**config.mk**
```make
export PLATFORM = sky130hd
export DESIGN_NAME = pit_channel
export DESIGN_NICKNAME = d
export VERILOG_FILES = /design/src/rtl/pit_chan_pkg.sv /design/src/rtl/pit_out_fn.sv /design/src/rtl/pit_phase_ctr.sv /design/src/rtl/pit_channel.sv
export SDC_FILE = /design/constraint.sdc
export NUM_CORES = 1
export LEC_CHECK = 0
export ABC_AREA = 1
export ABC_CLOCK_PERIOD_IN_PS = 5600
export BUFFER_PORTS_ARGS = -buffer_cell sky130_fd_sc_hd__buf_4
export CELL_PAD_IN_SITES_DETAIL_PLACEMENT = 0
export CELL_PAD_IN_SITES_GLOBAL_PLACEMENT = 1
export CORE_MARGIN = 5
export CORE_UTILIZATION = 45
export CTS_CLUSTER_SIZE = 12
export DETAILED_ROUTE_END_ITERATION = 7
export GPL_TIMING_DRIVEN = 0
export PLACE_DENSITY = 0.84
export SETUP_SLACK_MARGIN = 0.4
export SLEW_MARGIN = 20
export SYNTH_ARGS = -nofsm -noshare
export SYNTH_HDL_FRONTEND = slang
export SYNTH_HIERARCHICAL = 1
export SYNTH_SLANG_ARGS = --single-unit
export TNS_END_PERCENT = 20
```
**constraint.sdc**
```tcl
create_clock -name clk -period 5.6 [get_ports clk]
set_input_delay 0 -clock clk [delete_from_list [all_inputs] [get_ports clk]]
set_output_delay 0 -clock clk [all_outputs]
set_load 0.01 [all_outputs]
```
**src/rtl/pit_chan_pkg.sv**
```systemverilog
package pit_chan_pkg;

  typedef enum logic [1:0] {
    CLS_TERM   = 2'd0,
    CLS_RATE   = 2'd1,
    CLS_SQUARE = 2'd2,
    CLS_STROBE = 2'd3
  } out_cls_e;

  function automatic out_cls_e cls_of(input logic [2:0] m);
    case (m)
      3'd2:       return CLS_RATE;
      3'd3:       return CLS_SQUARE;
      3'd4, 3'd5: return CLS_STROBE;
      default:    return CLS_TERM;
    endcase
  endfunction

  function automatic logic is_retrig(input logic [2:0] m);
    return (m == 3'd1) || (m == 3'd5);
  endfunction

  function automatic logic is_periodic(input out_cls_e c);
    return (c == CLS_RATE) || (c == CLS_SQUARE);
  endfunction

endpackage

```
**src/rtl/pit_out_fn.sv**
```systemverilog
module pit_out_fn
  import pit_chan_pkg::*;
#(
  parameter int EW = 17
) (
  input  out_cls_e         cls,
  input  logic [EW-1:0]    phase,
  input  logic [EW-1:0]    count,
  input  logic             run,
  output logic             out
);

  logic [EW:0] half;

  always_comb begin
    half = ({1'b0, count} + 1'b1) >> 1;
    case (cls)
      CLS_RATE:   out = run && (phase == '0);
      CLS_SQUARE: out = ({1'b0, phase} < half);
      CLS_STROBE: out = (phase == count);
      default:    out = (phase >= count);
    endcase
  end

endmodule

```
**src/rtl/pit_phase_ctr.sv**
```systemverilog
module pit_phase_ctr #(
  parameter int EW = 17
) (
  input  logic          clk,
  input  logic          rst_n,
  input  logic          clear,
  input  logic          step,
  input  logic          periodic,
  input  logic [EW-1:0] count,
  output logic [EW-1:0] ph_q,
  output logic          run_q,
  output logic [EW-1:0] ph_adv
);

  logic [EW-1:0] ph_d;
  logic          run_d;

  always_comb begin
    if (periodic) begin
      ph_adv = (ph_q == count - 1'b1) ? '0 : ph_q + 1'b1;
    end else begin
      ph_adv = (ph_q > count) ? ph_q : ph_q + 1'b1;
    end
  end

  always_comb begin
    ph_d  = ph_q;
    run_d = run_q;
    if (clear) begin
      ph_d  = '0;
      run_d = 1'b0;
    end else if (step) begin
      ph_d  = ph_adv;
      run_d = 1'b1;
    end
  end

  always_ff @(posedge clk or negedge rst_n) begin
    if (!rst_n) begin
      ph_q  <= '0;
      run_q <= 1'b0;
    end else begin
      ph_q  <= ph_d;
      run_q <= run_d;
    end
  end

  // without a step or a clear the elapsed phase must not move
  a_r6_phase_hold: assert property (@(posedge clk) disable iff (!rst_n)
    (!clear && !step) |=> $stable(ph_q))
    else $error("phase moved without a step");

  // a restart always lands on phase zero, not yet running
  a_r1_restart_zero: assert property (@(posedge clk) disable iff (!rst_n)
    clear |=> (ph_q == '0 && !run_q))
    else $error("restart did not clear phase");

endmodule

```
**src/rtl/pit_channel.sv**
```systemverilog
module pit_channel
  import pit_chan_pkg::*;
#(
  parameter int   CNT_W    = 16,
  parameter logic GATE_RST = 1'b1
) (
  input  logic             clk,
  input  logic             rst_n,
  input  logic             tick_en,
  input  logic             load_en,
  input  logic [2:0]       load_mode,
  input  logic [CNT_W-1:0] load_count,
  input  logic             gate_in,
  output logic             out_o,
  output logic             next_edge_o,
  output logic             stat_gate,
  output logic [2:0]       stat_mode,
  output logic [CNT_W:0]   stat_count
);

  localparam int            EW   = CNT_W + 1;
  localparam logic [EW-1:0] FULL = {1'b1, {CNT_W{1'b0}}};
  localparam logic [2:0]    MODE_RST = 3'd3;

  logic [2:0]    mode_q, mode_d;
  logic [EW-1:0] count_q, count_d;
  logic          gate_q;

  out_cls_e      cls;
  logic          retrig, gate_rise, restart, may_run, step;
  logic [EW-1:0] ph_q, ph_adv;
  logic          run_q, out_adv;

  always_comb begin
    cls       = cls_of(mode_q);
    retrig    = is_retrig(mode_q);
    gate_rise = gate_in && !gate_q;
    restart   = load_en || (retrig && gate_rise);
    may_run   = retrig || gate_in;
    step      = tick_en && may_run && !restart;
  end

  always_comb begin
    mode_d  = mode_q;
    count_d = count_q;
    if (load_en) begin
      mode_d  = load_mode;
      count_d = (load_count == '0) ? FULL : {1'b0, load_count};
    end
  end

  always_ff @(posedge clk or negedge rst_n) begin
    if (!rst_n) begin
      mode_q  <= MODE_RST;
      count_q <= FULL;
      gate_q  <= GATE_RST;
    end else begin
      mode_q  <= mode_d;
      count_q <= count_d;
      gate_q  <= gate_in;
    end
  end

  pit_phase_ctr #(.EW(EW)) u_phase (
    .clk      (clk),
    .rst_n    (rst_n),
    .clear    (restart),
    .step     (step),
    .periodic (is_periodic(cls)),
    .count    (count_q),
    .ph_q     (ph_q),
    .run_q    (run_q),
    .ph_adv   (ph_adv)
  );

  pit_out_fn #(.EW(EW)) u_out_now (
    .cls   (cls),
    .phase (ph_q),
    .count (count_q),
    .run   (run_q),
    .out   (out_o)
  );

  pit_out_fn #(.EW(EW)) u_out_next (
    .cls   (cls),
    .phase (ph_adv),
    .count (count_q),
    .run   (1'b1),
    .out   (out_adv)
  );

  assign next_edge_o = may_run && (out_adv != out_o);
  assign stat_gate   = gate_q;
  assign stat_mode   = mode_q;
  assign stat_count  = count_q;

  // the stored count is never zero
  a_r1_count_nz: assert property (@(posedge clk) disable iff (!rst_n)
    1'b1 |=> (count_q != '0))
    else $error("zero count stored");

  // terminal level holds until a restart
  a_r2_term_hold: assert property (@(posedge clk) disable iff (!rst_n)
    (cls == CLS_TERM && out_o && !restart) |=> out_o)
    else $error("terminal level dropped");

  // a strobe lasts one advancing tick
  a_r5_strobe_one: assert property (@(posedge clk) disable iff (!rst_n)
    (cls == CLS_STROBE && out_o && step) |=> !out_o)
    else $error("strobe longer than one tick");

  // a warned tick changes the output
  a_r8_edge_pred: assert property (@(posedge clk) disable iff (!rst_n)
    (next_edge_o && tick_en && !restart) |=> (out_o != $past(out_o)))
    else $error("warned edge did not occur");

  // without a warning or restart the output holds
  a_r8_no_edge: assert property (@(posedge clk) disable iff (!rst_n)
    (!next_edge_o && !restart) |=> $stable(out_o))
    else $error("unwarned output change");

endmodule

```
==> results by group <==
Floorplan
  • Die W: between 100 and 150 µm
  • Initial core utilization: 0.462
  • Io pins: 47
  • Cell Rows: 42
  • Die height: between 100 and 150 µm
  • Die Area: approximately 16000 µm²
  • Core ar.: 13300 µm²

Finish
  • Layout area overhead: 15.3%
  • Multi-input gate area: approximately 4500 µm²
  • Fillcell total: 1431
  • Share of cells above drive strength 1: 0.106
  • Diode count: 0
  • Fin util: 0.532
  • Final nets: 1219
  • Sequential cell area: 983 µm²

Placement
  • Detailed Place HPWL: about 15000 µm
  • Placement Setup Slack: 1.12 ns
  • Port bufs: 46
  • Gpl congestion: approximately 0.88

Drt
  • Via-to-Cell Ratio: 5.00
  • Via count: between 6k and 7k
  • DRT Pass-1 Iters: 7
  • Routed wire length per instance: between 10 and 15 µm
  • DRC Markers: 0
  • 1st-iter DRT viols: about 430
  • Routed Wire Length: between 15000 and 20000 µm
  • DRT met1 WL: 9410 µm
  • WL met2: ~8500 µm
  • Max Used Layer: met4
  • Met3 Wirelength: 910 µm
  • ANT nets after route: 0

GRT
  • Wire length of the first global-routing pass: 31200 µm
  • Total gr overflow: 0
  • Vias in the first global route: between 5k and 6k
  • Overall routing resource usage: 0.242
  • Largest net degree at the start of global routing: 40
  • Initial antenna violation count: 0

Synthesis
  • Sequential fraction of the synthesis area: 0.159
  • Synthesized instance count: just over 1k
  • Cell Area, Synth: 6160 µm²
  • Flops & latches, synth: 39
  • Avg Inst Size Synth: 5.97 µm²
  • Yosys cell types: 40
  • Yosys warns: 6
  • Post-synthesis net count: between 1k and 1.5k

Worst setup path
  • Required @ worst endpoint: 5.60 ns
  • CP Capture Type: output pin
  • CP Launch Type: flop
  • CP cell instances: inv_1 > ha_1 > nand2_1 > nor2_1 > nand2_1 > nor3_1 > a21oi_1 > nand2_1 > buf_4 > nand3_1 > and3_1 > ha_1 > nand2_1 > nor2_1 > nand2_1 > inv_1 > nand4_1 > nand3_1 > nand2_1 > nor2_1 > xnor2_1 > nor2_1 > buf_4
  • WS Path Type: reg -> out
  • CP max FO: 11
  • Most frequent CP cell: nand2_1
  • Critical-path top delay cell: dfrtp_1
  • Largest stage delay on the critical path: 0.78 ns
  • Crit path arrival time: 4.77 ns

Clock network
  • CTS Root Cell: clkbuf_16
  • Post-CTS setup buffers: 0
  • Clk sinks: 39
  • CTS tree: built
  • CTS buffer count: 5
  • Worst-path clk slew: about 0.060 ns
  • H-Tree Depth: 2
  • Clock Latency Late Sink: a little under 0.3 ns
  • CTS Buffer Depth: 2

STA
  • Peak Freq: 0.210 GHz
  • Worst-Margin Slew: about 1.1 ns
  • Clock Skews: around 0.0034 ns
  • Final hold violation count: 0
  • Final hold slack: roughly 0.15 ns
  • Slew Viols, Final: 0
  • Unrepaired setup endpoints after global routing: no
  • Setup violators final: 0
  • Fin worst setup slack: 0.834 ns
  • Rel. slew slack: 0.239
  • Fin crit share: 0.851
  • Min cycle time layout: between 4 and 5 ns
  • Setup TNS: 0 ns

Power and ir drop
  • PD cells: ~150 nW/µm²
  • Pwr Total: between 0.001 and 0.0015 W
  • Max VDD drop: ~0.16 mV
  • Lkg Pwr: about 4.1 nW

Run
  • Max-cap violations: 0

Hold path
  • Min-Delay Path Class: in -> reg

Outcome
  • Status: complete, no violations
[repair_timing]
action,in CTS,in global routing
endpoints found under the setup margin,0,1
endpoints found under the hold margin,55,0
hold buffers,22,0
resized for setup,0,2
[synth_stat cells]
cell type,instances,area share
conb_1,1,0.00061
nand3b_1,2,0.0024
nor2_2,12,0.012
buf_4,5,0.0061
nor3_1,5,0.0041
xor2_1,20,0.028
a21oi_1,28,0.023
inv_2,6,0.0037
nand4_1,27,0.027
a21boi_1,1,0.0012
nand3_4,2,0.0057
xor2_2,1,0.0026
nor2_4,7,0.013
nor3b_1,2,0.0024
buf_2,3,0.0024
xnor2_1,7,0.0099
and3_1,9,0.0091
nor2_1,123,0.075
or2_0,1,0.0010
or2_2,2,0.0020
nand3_1,49,0.040
nor3_4,2,0.0053
clkbuf_1,1,0.00061
o21bai_1,1,0.0012
nand3_2,6,0.0097
ha_1,87,0.18
a21o_1,5,0.0061
dfrtp_1,35,0.14
nand2_1,398,0.24
buf_6,3,0.0055
nor3_2,2,0.0032
inv_1,139,0.085
nor4_1,4,0.0041
clkinv_1,2,0.0012
dfstp_2,4,0.017
o21ai_1,4,0.0032
o21ai_0,20,0.016
nand4_2,2,0.0041
and2_1,1,0.0010
nand2_2,4,0.0041
[worst max-delay path: cells and delay by family, from the launching register on]
kind / cells / cell delay (ns)
simple gates: 15 / 2.09
compound gates: 1 / 0.14
fa+ha+maj: 2 / 0.68
xor+xnor: 1 / 0.19
buf+inv: 4 / 0.59
flops: 1 / 0.78
[routing by layer]
| layer | vias to the layer above | global-route usage |
|---|---|---|
| li1 | 3405 | - |
| met1 | 2838 | 0.350 |
| met2 | 161 | 0.390 |
| met3 | 17 | 0.0288 |
| met4 | 0 | 0.0454 |
| met5 | - | 0 |
[report_power, final]
| part | total [W] | switching, W | internal [W] | leakage, nW |
|---|---|---|---|---|
| combinational | 0.000395 | 0.000238 | 0.000158 | 3.49 |
| sequential | 0.000369 | 0.0000702 | 0.000299 | 0.496 |
| clock | 0.000302 | 0.000124 | 0.000178 | 0.0731 |
| total | 0.00107 | 0.000431 | 0.000634 | 4.05 |
[flip-flops by register name, summed over array words and instances, names as in the netlist]
| register | flops |
|---|---|
| stat_mode | 3 |
| stat_gate | 1 |
| u_phase/ph_q | 17 |
| stat_count | 17 |
| u_phase/run_q | 1 |
[worst paths after layout]
| path | startpoint | end | slack (ns) | cells past startpoint |
|---|---|---|---|---|
| worst max-delay path | stat_count[14]$_DFFE_PN0P_ | next_edge_o | 0.83 | 23 |
| worst min-delay path | tick_en | u_phase/run_q$_DFFE_PN0P_ | 0.15 | 5 |
| worst max register to register | stat_count[14]$_DFFE_PN0P_ | u_phase/ph_q[8]$_DFFE_PN0P_ | 2.69 | 12 |
| worst min register to register | stat_mode[0]$_DFFE_PN1P_ | stat_mode[0]$_DFFE_PN1P_ | 0.56 | 2 |
| max in group asynchronous | rst_n | stat_count[12]$_DFFE_PN0P_ | 4.97 | 2 |
| min in group asynchronous | rst_n | u_phase/ph_q[13]$_DFFE_PN0P_ | 0.22 | 2 |
[cells in the final DEF (no fill, tap or decap), types with 5 or more instances in the layout]
| cell | instances |
|---|---|
| a21o_1 | 5 |
| a21oi_1 | 28 |
| and3_1 | 9 |
| buf_4 | 51 |
| clkbuf_16 | 5 |
| dfrtp_1 | 33 |
| dlygate4sd3_1 | 22 |
| ha_1 | 87 |
| inv_1 | 139 |
| inv_2 | 6 |
| nand2_1 | 398 |
| nand3_1 | 49 |
| nand3_2 | 6 |
| nand4_1 | 27 |
| nor2_1 | 123 |
| nor2_2 | 12 |
| nor2_4 | 7 |
| nor3_1 | 5 |
| o21ai_0 | 19 |
| o21ai_1 | 5 |
| xnor2_1 | 7 |
| xor2_1 | 20 |
[cells by family (layout without fill, tap and decap cells)]
group,after synthesis,in the layout,synth area share
compound gates,59,59,0.0508
xor+xnor,28,28,0.0410
fa+ha+maj,87,87,0.177
buf+inv,159,235,0.104
flops,39,39,0.159
other cells,1,1,0.000608
simple gates,660,660,0.468
[per-stage QoR]
step / instance area [µm²] / std cells
final: 7110 / 1285
after CTS: 7100 / 1285
after global placement: 6730 / 1255
after detailed placement: 6730 / 1255
after global routing: 7110 / 1285
after floorplan: 6160 / 1033
[layout make-up]
type,instances,share of cell area
sequential,39,0.138
clock inverter,2,0.00229
tap,176,0.0310
inverter,147,0.0776
buffer,12,0.0127
timing repair buffer,68,0.0796
clock buffer,6,0.0195
multi-input combinational,835,0.639
No activity file was read; power rests on OpenSTA's default activity.
